<file path="config.mk">
export PLATFORM = sky130hd
export DESIGN_NAME = lane_seq
export DESIGN_NICKNAME = d
export VERILOG_FILES = /design/src/rtl/lane_seq.sv
export SDC_FILE = /design/constraint.sdc
export NUM_CORES = 1
export LEC_CHECK = 0
export BUFFER_PORTS_ARGS = -buffer_cell sky130_fd_sc_hd__buf_2
export CAP_MARGIN = 30
export CORE_MARGIN = 3
export CORE_UTILIZATION = 25
export DETAILED_ROUTE_END_ITERATION = 8
export MAX_ROUTING_LAYER = met4
export PLACE_DENSITY = 0.54
export SLEW_MARGIN = 20
export SYNTH_ARGS = -nofsm -noshare
export SYNTH_HDL_FRONTEND = slang
export SYNTH_SLANG_ARGS = --single-unit
</file>
<file path="constraint.sdc">
create_clock -name clk -period 3.6 [get_ports clk]
set_input_delay 0.72 -clock clk [delete_from_list [all_inputs] [get_ports clk]]
set_output_delay 0.72 -clock clk [all_outputs]
set_load 0.01 [all_outputs]
</file>
<file path="src/rtl/lane_seq.sv">
module lane_seq #(
  parameter int AW = 20,
  parameter int DW = 16
) (
  input  logic          clk,
  input  logic          rst_n,
  input  logic          req_valid,
  output logic          req_ready,
  input  logic          req_write,
  input  logic          req_word,
  input  logic [AW-1:0] req_addr,
  input  logic [DW-1:0] req_wdata,
  output logic          done,
  output logic [DW-1:0] rdata,
  output logic          bus_strobe,
  output logic          bus_we,
  output logic [AW-1:0] bus_addr,
  output logic          bus_bhe_n,
  output logic [DW-1:0] bus_wdata,
  input  logic [DW-1:0] bus_rdata,
  input  logic          bus_ready
);
  localparam int BW = DW / 2;
  typedef enum logic [1:0] {IDLE, FIRST, SECOND} st_t;

  st_t           st;
  logic          r_we, r_word;
  logic [AW-1:0] r_addr;
  logic [DW-1:0] r_wd;
  logic [BW-1:0] lo_byte;
  logic          split;
  logic          odd;

  assign odd        = r_addr[0];
  assign split      = r_word & odd;
  assign req_ready  = (st == IDLE);
  assign bus_strobe = (st != IDLE);
  assign bus_we     = r_we & bus_strobe;
  assign bus_addr   = (st == SECOND) ? r_addr + AW'(1) : r_addr;
  assign bus_bhe_n  = (st == SECOND) | (~r_word & ~odd);

  always_comb begin
    if (st == SECOND)     bus_wdata = {{BW{1'b0}}, r_wd[DW-1:BW]};
    else if (r_word & ~odd) bus_wdata = r_wd;
    else if (odd)         bus_wdata = {r_wd[BW-1:0], {BW{1'b0}}};
    else                  bus_wdata = {{BW{1'b0}}, r_wd[BW-1:0]};
  end

  always_ff @(posedge clk) begin
    if (!rst_n) begin
      st      <= IDLE;
      done    <= 1'b0;
      rdata   <= '0;
      r_we    <= 1'b0;
      r_word  <= 1'b0;
      r_addr  <= '0;
      r_wd    <= '0;
      lo_byte <= '0;
    end else begin
      done <= 1'b0;
      case (st)
        IDLE: if (req_valid) begin
          r_we   <= req_write;
          r_word <= req_word;
          r_addr <= req_addr;
          r_wd   <= req_wdata;
          st     <= FIRST;
        end
        FIRST: if (bus_ready) begin
          if (split) begin
            lo_byte <= bus_rdata[DW-1:BW];
            st      <= SECOND;
          end else begin
            done <= 1'b1;
            st   <= IDLE;
            if (!r_we) begin
              if (r_word)   rdata <= bus_rdata;
              else if (odd) rdata <= {{BW{1'b0}}, bus_rdata[DW-1:BW]};
              else          rdata <= {{BW{1'b0}}, bus_rdata[BW-1:0]};
            end
          end
        end
        SECOND: if (bus_ready) begin
          done <= 1'b1;
          st   <= IDLE;
          if (!r_we) rdata <= {bus_rdata[BW-1:0], lo_byte};
        end
        default: st <= IDLE;
      endcase
    end
  end
endmodule


</file>
==> results of run 1 <==
[metrics by stage]
stage | std cells | utilization, % | hold WS [ps]
floorplan | 431 | - | 443.1
global placement | 695 | 31.75 | 450.3
detailed placement | 695 | 31.75 | 456.9
CTS | 711 | 34.14 | 465.4
global route | 711 | 34.14 | 493.3
finish | 711 | 34.14 | 464.9
[power groups by stage]
| stage | logic [mW] | registers [mW] | clock network [mW] |
|---|---|---|---|
| final | 0.298 | 0.812 | 0.897 |
| after detailed placement | 0.302 | 0.827 | 0 |
| after floorplan | 0.178 | 0.820 | 0 |
| after global placement | 0.297 | 0.825 | 0 |
| after CTS | 0.303 | 0.812 | 0.922 |
| after global routing | 0.334 | 0.819 | 0.957 |
[worst paths after layout]
kind	to	depth (start not counted)	startpoint	slack, ps
setup / recovery	bus_addr[15]	8	st[0]	500
hold / removal	lo_byte[5]	2	lo_byte[5]	460
setup reg to reg	rdata[3]	7	st[0]	1140
hold reg to reg	lo_byte[5]	2	lo_byte[5]	460
[logic make-up after synthesis]
group / synth area share (%)
mux: 5.963
xor+xnor: 4.926
buf+inv: 4.074
simple gates: 25.89
compound gates: 18.78
flops: 38.52
fa+ha+maj: 1.852
[sequential cells by signal, indices dropped and copies added (netlist names)]
register / count
r_we: 1
lo_byte: 8
r_word: 1
r_addr: 20
r_wd: 16
st: 2
rdata: 16
done: 1
[worst max-delay path: cells and delay by family, from the launching register on]
family        cells  cell delay (ps)
fa+ha+maj         1              190
flops             1              330
buf+inv           3              530
xor+xnor          1              160
simple gates      3              830
[cells in the mapped netlist, types with 9 or more instances]
cell                       count  area, um2
sky130_fd_sc_hd__nand3_1       9      45.04
sky130_fd_sc_hd__dfxtp_1      65       1301
sky130_fd_sc_hd__o22ai_1       9      56.30
sky130_fd_sc_hd__xnor2_1      14      122.6
sky130_fd_sc_hd__mux2_2        9      101.4
sky130_fd_sc_hd__nand2b_1      9      56.30
sky130_fd_sc_hd__nor2_1       22      82.58
sky130_fd_sc_hd__clkbuf_1     18      67.56
sky130_fd_sc_hd__mux2i_1      10      100.1
sky130_fd_sc_hd__a21boi_0     46      345.3
sky130_fd_sc_hd__a21oi_1       9      45.04
sky130_fd_sc_hd__nand2_1     143      536.8
[routing by layer]
layer | wire (um) | share of wire (%) | GRT usage [%]
met1 | 4516 | 46 | 16.92
met2 | 4325 | 44 | 20.85
met3 | 613 | 6.3 | 3.456
met4 | 277 | 2.8 | 5.458
met5 | 0 | 0 | -
[layout make-up]
cell class	instances	area [um2]
repair buffers	122	630.6
clock buffers	14	274.0
clock inverters	2	35.03
inverters	4	15.01
well taps	172	215.2
fillers	1400	8514
multi-input cells	332	1942
flip-flops and latches	65	1301
==> results.txt, run 1 <==
Total power for the finished layout comes to 2.007 mW. In the layout the commonest cells are sky130_fd_sc_hd__nand2_1 (143), sky130_fd_sc_hd__buf_2 (114), sky130_fd_sc_hd__dfxtp_1 (65). The post-cts repair resize count came out at 0. The DRC violations left is 0. The worst setup path is of the flop to output pin kind.

The clock-pin slew on the worst setup and hold paths came out at 50 ps. The worst path arrival time came out at 2380 ps. The tree is rooted in a sky130_fd_sc_hd__clkbuf_16. The finished cells cover 4413 um2. The setup slack at placement came out at 846.1 ps.

The critical path data required time is 2880 ps. The clock period minus final worst setup slack is 3099 ps. The tightest min-delay check is of the flop to flop type.

The share of the yosys chip area belonging to registers is 38.52%. The max-slew violation total from the final report came out at 0. In this run the cell area of the synthesized design comes to 3378 um2.

The combinational cell fraction of total power came out at 14.8%. Traced cell by cell, the critical path runs through inv_1, ha_2, buf_4, nand4_1, nor4_2, nand3_1, xnor2_1, buf_2. The sort of element at the end of the critical path is an output pin. The number of antenna violations at the first check in global routing came out at 0. The total of max-cap violations came out at 0. The number of enable flip-flop cells after synthesis came out at 0.

The dominant register cell in the synthesized netlist is sky130_fd_sc_hd__dfxtp_1. The switching share of total power is 25.72%. The setup slack after layout came out at 501.0 ps.

The count of nets left with antenna violations after detail routing is 0. Cells with a size suffix above 1 make up 28.20% of the layout. The region available for standard cell placement spans 12930 um2.

The height of the die came out at 122.2 um. The later-pin clock latency in the skew report is 330 ps. Setup repair after global routing left no endpoint under its margin. VDD sags by at most 0.2369 mV. The part of the total power dissipated in the clock network is 44.7%.

The first-iteration detailed-routing DRC count came out at 134. The first global-routing pass estimated 15470 um of wire. The number of distinct library cells after synthesis is 33. In the finished design, the share of the clock period the worst path needs comes to 86.08%.

The routed length per placed instance is 13.69 um. The delay of the slowest cell on the worst path is 370 ps. The worst relative slew slack came out at 45.84%. The via count of the first global-routing pass came out at 3202. The cell row count is 41. The number of clock buffers inserted by TritonCTS came out at 9. Sequential cells burn 40.5% of the power.

The post-placement cell area is 4104 um2. The average cell area after synthesis came out at 7.838 um2. The post-synthesis net count came out at 494.

The global routing usage summed across all routing layers is 13.51%. The total detailed-routing wirelength is 9733 um. The critical-path maximum fanout came out at 30. The count of buffers inserted at the top-level ports came out at 114. The total inserted antenna cells came out at 0.

In this run the static leakage power is 1.946 nW. The number of warnings issued by yosys came out at 0. The routed via count divided by cell count is 4.592.

Global routing finished with a remaining overflow of 0. In this run the horizontal extent of the chip is 122.2 um. The area of the die came out at 14940 um2.

The run finished with clean final reports. The total count of hold-check failures in the final report is 0. Of all flip-flops after synthesis, the portion carrying an async set or reset was 0%. At the end of routability-driven placement, the weighted congestion stood at 0.7983. The number of vias after detailed routing came out at 3265. Setup total negative slack on the finished layout was measured at 0 ps. From synthesis to final layout, the design area changed by 30.63%.

The cts-stage hold buffer count came out at 0. For this design the total switching power over the nets is 0.5162 mW. Static timing analysis puts the maximum clock frequency at 322.7 MHz. The count of clock tree sinks is 65. At the pin with the least slew margin, the transition time is 811.3 ps. The H-tree level count came out at 3. The maximum number of pins on one net before global-route repair came out at 41. The initial core utilization came out at 26.13%. The number of post-CTS setup repair buffers is 0.

STA classifies the critical path startpoint as a flop. The library cell used most frequently in the layout, excluding fill and tap cells, is sky130_fd_sc_hd__nand2_1. The post-synthesis cell count came out at 431. Summed over all nets, the half-perimeter wirelength after detailed placement is 7225 um. The flip-flop and latch count after synthesis came out at 65. The net total in the final layout is 597.

The clock passes through at most 2 buffers. In this run the power density over the cells is 454.8 nW/um2. The first detailed-routing pass ran for 4 iterations. The cell internal power dissipation came out at 1.491 mW. The I/O pin count came out at 115.

The final setup violation count came out at 0. The slowest stage of the critical path is the sky130_fd_sc_hd__nor4_2 cell. TritonCTS built the clock tree. Across the routed clock network, the largest skew measured is 6.579 ps.
Note: power is estimated with default switching activity, not from simulation.
==> run 2: changes to the inputs <==
--- a/config.mk
+++ b/config.mk
@@ -5,13 +5,14 @@
 export SDC_FILE = /design/constraint.sdc
 export NUM_CORES = 1
 export LEC_CHECK = 0
+export ABC_AREA = 1
 export BUFFER_PORTS_ARGS = -buffer_cell sky130_fd_sc_hd__buf_2
 export CAP_MARGIN = 30
 export CORE_MARGIN = 3
 export CORE_UTILIZATION = 25
 export DETAILED_ROUTE_END_ITERATION = 8
 export MAX_ROUTING_LAYER = met4
-export PLACE_DENSITY = 0.54
+export PLACE_DENSITY = 0.53
 export SLEW_MARGIN = 20
 export SYNTH_ARGS = -nofsm -noshare
 export SYNTH_HDL_FRONTEND = slang
==> run 2 against run 1 <==
Compared with the run above:
- global-route usage grew 1.1 points
- via count grew 12%
- cell count grew 15%
- register-to-register slack gained 60 ps
- core utilization shrank 0.97 points
- worst hold slack gained 8.8 ps
- highest routed layer unchanged
==> results.txt, run 2 <==
By area, the combinational part of the netlist is dominated by simple AND/OR/NAND/NOR gates. The total detailed-routing wirelength is 10690 um (+9.8%). The post-synthesis cell count is 537 (+25%). The highest clock frequency the design can meet is 305.8 MHz (-5.2%).

The post-synthesis mux area share was 0% (-6.0 points). The area share of the leading cell type in the synthesized netlist is 37.60% (-0.92 points). In the final layout, the registers with the most flip-flops are r_addr: 20 flops, r_wd: 16 flops, rdata: 16 flops. Of all cell types, the one taking the most synthesized area is sky130_fd_sc_hd__dfxtp_1. The H-tree level count came out at 3 (unchanged). The via count of the first global-routing pass is 3528 (+10%). The later-pin clock latency in the skew report is 330 ps (about the same). The post-synthesis net count is 600 (+21%). More flip-flops sit in one register than any other, and that register is r_addr. The worst setup path is of the flop to output pin kind. TritonCTS built the clock tree. The first-pass GRT wire length was 16950 um (+9.5%). The first-iteration detailed-routing DRC count came to 168 (+25%). The worst-case clock buffer depth came out at 2 (unchanged). The total count of hold-check failures in the final report was 0 (unchanged).

The switching share of total power came out at 37.12% (+11 points). The mapped cell area came out at 3461 um2 (+2.4%). The average cell area after synthesis is 6.445 um2 (-18%). The final RePlAce weighted congestion was 0.8300 (+4.0%).

The number of antenna violations at the first check in global routing is 0 (unchanged). The dominant register cell in the synthesized netlist is sky130_fd_sc_hd__dfxtp_1. The count of nets left with antenna violations after detail routing came to 0 (unchanged). The combinational cell fraction of total power was 34.2% (+19 points). The post-route clock skew is 6.447 ps (-0.1320 ps). The global routing usage summed across all routing layers came out at 14.60% (+1.1 points). The height of the die is 123.7 um (+1.2%). The classification of the worst-slack hold path is flop to flop. Setup repair after global routing left no endpoint under its margin. The count of filler cells inserted in the layout was 1501 (+7.2%). The run finished with clean final reports. The routed length per placed instance came out at 13.06 um (-4.6%). The fraction of the cycle the final worst path needs came out at 90.85% (+4.8 points). The complex-gate fraction of the synthesized area was 16.38% (-2.4 points).

The most common cell after layout, fill and taps aside is sky130_fd_sc_hd__buf_2. The total iterations of the first detailed-routing run is 4 (unchanged). The critical path data required time is 2880 ps (about the same). The part of the total power dissipated in the clock network came out at 30.6% (-14 points). The share of cells above drive strength 1 came out at 21.65% (-6.5 points).

The flip-flop and latch count after synthesis is 65 (unchanged). The signed area change from the synthesized netlist to the final layout is 28.42%. The library cells used most frequently in the layout, excluding fill and tap cells, are sky130_fd_sc_hd__buf_2 (114), sky130_fd_sc_hd__nor2_1 (113), sky130_fd_sc_hd__nand2_1 (97). The number of warnings issued by yosys came to 0 (unchanged). The final sum of negative setup slack is 0 ps (unchanged). The area of the die came out at 15290 um2 (+2.3%). The worst relative slew slack came out at 44.74% (-1.1 points). The cell row count came out at 42 (+2.4%).

The share of flip-flops with an asynchronous set or reset came out at 0% (unchanged). The total inserted antenna cells is 0 (unchanged). The count of buffers inserted at the top-level ports is 114 (unchanged). The maximum ir drop on the vdd rail came out at 0.2069 mV (-13%). The worst-margin pin slew came out at 825.8 ps (+14.53 ps). The cts-stage hold buffer count came out at 0 (unchanged). STA classifies the critical path startpoint as a flop. The power density of the placed cells is 618.5 nW/um2 (+36%). The synthesized-area fraction occupied by adder cells is 1.808% (-0.044 points). The share of the core filled with cells came to 33.17% (-0.97 points). The number of post-CTS setup repair buffers is 0 (unchanged).

The number of distinct library cells after synthesis came to 25 (-24%). The fraction of synthesized cell area in xor and xnor cells is 3.037% (-1.9 points). The final setup violation count is 0 (unchanged).

The area share of and/or/nand/nor cells after synthesis is 30.22% (+4.3 points). Walking the worst path, the cells encountered are inv_1, ha_1, inv_1, nand2_1, o31ai_1, buf_2. The placed wire-length estimate came out at 7895 um (+9.3%). The number of enable flip-flop cells after synthesis is 0 (unchanged). The overall die width is 123.7 um (+1.2%). STA classifies the critical path endpoint as an output pin. The total of max-cap violations is 0 (unchanged). The routed via count divided by cell count is 4.463 (-2.8%).

The static leakage power came out at 2.175 nW (+12%). The clock-pin slew on the worst setup and hold paths is 50 ps (about the same). The cell internal power dissipation came out at 1.728 mW (+16%).

The DRC violations left came to 0 (unchanged). The total congestion overflow is 0 (unchanged). The largest individual stage delay along the critical path comes from the cell sky130_fd_sc_hd__nand2_1. The max-slew violation total from the final report came out at 0 (unchanged). In the post-synthesis netlist, the biggest area contributors are sky130_fd_sc_hd__dfxtp_1 (38%), sky130_fd_sc_hd__nor2_1 (12%), sky130_fd_sc_hd__nand2_1 (11%), sky130_fd_sc_hd__o21ai_0 (9.5%), sky130_fd_sc_hd__inv_1 (7.0%). The worst path arrival time is 2550 ps (+170 ps).

The delay of the slowest cell on the worst path is 540 ps (+170 ps). The post-cts repair resize count came out at 0 (unchanged). The maximum number of pins on one net before global-route repair came out at 49 (+20%). The tree is rooted in a sky130_fd_sc_hd__clkbuf_16. The library cell with the highest instance count after synthesis is sky130_fd_sc_hd__nor2_1. After synthesis, the most frequently instantiated cells are sky130_fd_sc_hd__nor2_1 (113), sky130_fd_sc_hd__nand2_1 (97), sky130_fd_sc_hd__o21ai_0 (66).

In this design, the critical path's most frequently occurring cell is sky130_fd_sc_hd__inv_1. The I/O pin count came out at 115 (unchanged). The number of vias after detailed routing is 3651 (+12%). The initial core utilization is 25.83% (-0.31 points). The number of clock buffers inserted by TritonCTS came out at 9 (unchanged). The placeable core region came out at 13400 um2 (+3.7%). The net total in the final layout was 701 (+17%). The portion of total power attributed to sequential cells came out at 35.2% (-5.3 points). The switching component of the power is 1.020 mW (+98%). The clock period minus final worst setup slack is 3271 ps (+171.6 ps). The number of flip-flops under the largest register name came to 20 (unchanged). The count of clock tree sinks came to 65 (unchanged). The critical-path maximum fanout came out at 16 (-47%). The share of the yosys chip area belonging to registers is 37.60% (-0.92 points).
[run 2: cell types whose count changed after synthesis, sizes merged, moves of 15 or more]
cell,delta
inv,+61
a21oi,+16
o21ai,+58
a21boi,-46
nand2,-41
nand3,+15
nor2,+92
[run 2: final timing paths]
path | start | endpoint | slack, ps | depth (start not counted)
worst max-delay path | st[0] | bus_wdata[11] | 330 | 6
worst min-delay path | r_wd[13] | r_wd[13] | 470 | 2
worst max register to register | r_addr[0] | lo_byte[0] | 1200 | 5
worst min register to register | r_wd[13] | r_wd[13] | 470 | 2
[run 2: cells by family after synthesis]
| group | count (synthesis) |
|---|---|
| AND/OR/NAND/NOR | 254 |
| AO/OA/AOI/OAI | 107 |
| buffers and inverters | 94 |
| flip-flops | 65 |
| XOR/XNOR | 12 |
| adder cells (fa/ha/maj) | 5 |
[run 2: power by group through the flow]
stage | clock [mW] | combinational, mW | sequential [mW]
2_1_floorplan | 0 | 0.622 | 0.979
3_3_place_gp | 0 | 0.938 | 0.977
3_5_place_dp | 0 | 0.954 | 0.982
4_1_cts | 0.862 | 0.959 | 0.968
5_1_grt | 0.886 | 1.08 | 0.989
6_report | 0.840 | 0.941 | 0.968
[run 2: routing by layer]
metal | vias up | part of all wire, % | global-route usage (%)
li1 | 1903 | - | -
met1 | 1648 | 48 | 19.03
met2 | 90 | 46 | 22.37
met3 | 10 | 4.8 | 2.725
met4 | 0 | 1.7 | 5.882
met5 | - | 0 | -
[run 2: through the flow]
stage / instance area (um2) / setup WS (ps) / hold slack (ps) / total power [mW] / instances
floorplan: 3461 / 1395 / 444.4 / 1.601 / 537
global placement: 4146 / 790.5 / 469.7 / 1.915 / 802
detailed placement: 4167 / 642.4 / 465.4 / 1.936 / 803
CTS: 4444 / 277.2 / 473.3 / 2.788 / 818
global route: 4444 / 118.2 / 502.7 / 2.956 / 818
finish: 4444 / 329.4 / 473.7 / 2.749 / 818
[run 2: critical path, delay by kind of cell, from the launching register on]
kind / cells / cell delay, ps
AO/OA/AOI/OAI: 1 / 430
adder cells (fa/ha/maj): 1 / 210
buffers and inverters: 3 / 670
flip-flops: 1 / 350
AND/OR/NAND/NOR: 1 / 540
[run 2: layout make-up]
type | count | area [um2] | share of cell area (%)
Multi-Input combinational cell | 378 | 1780 | 40.06
Sequential cell | 65 | 1301 | 29.28
Timing Repair Buffer | 119 | 620.6 | 13.96
Inverter | 65 | 244.0 | 5.490
Clock buffer | 11 | 232.7 | 5.236
Tap cell | 176 | 220.2 | 4.955
Clock inverter | 4 | 45.04 | 1.014
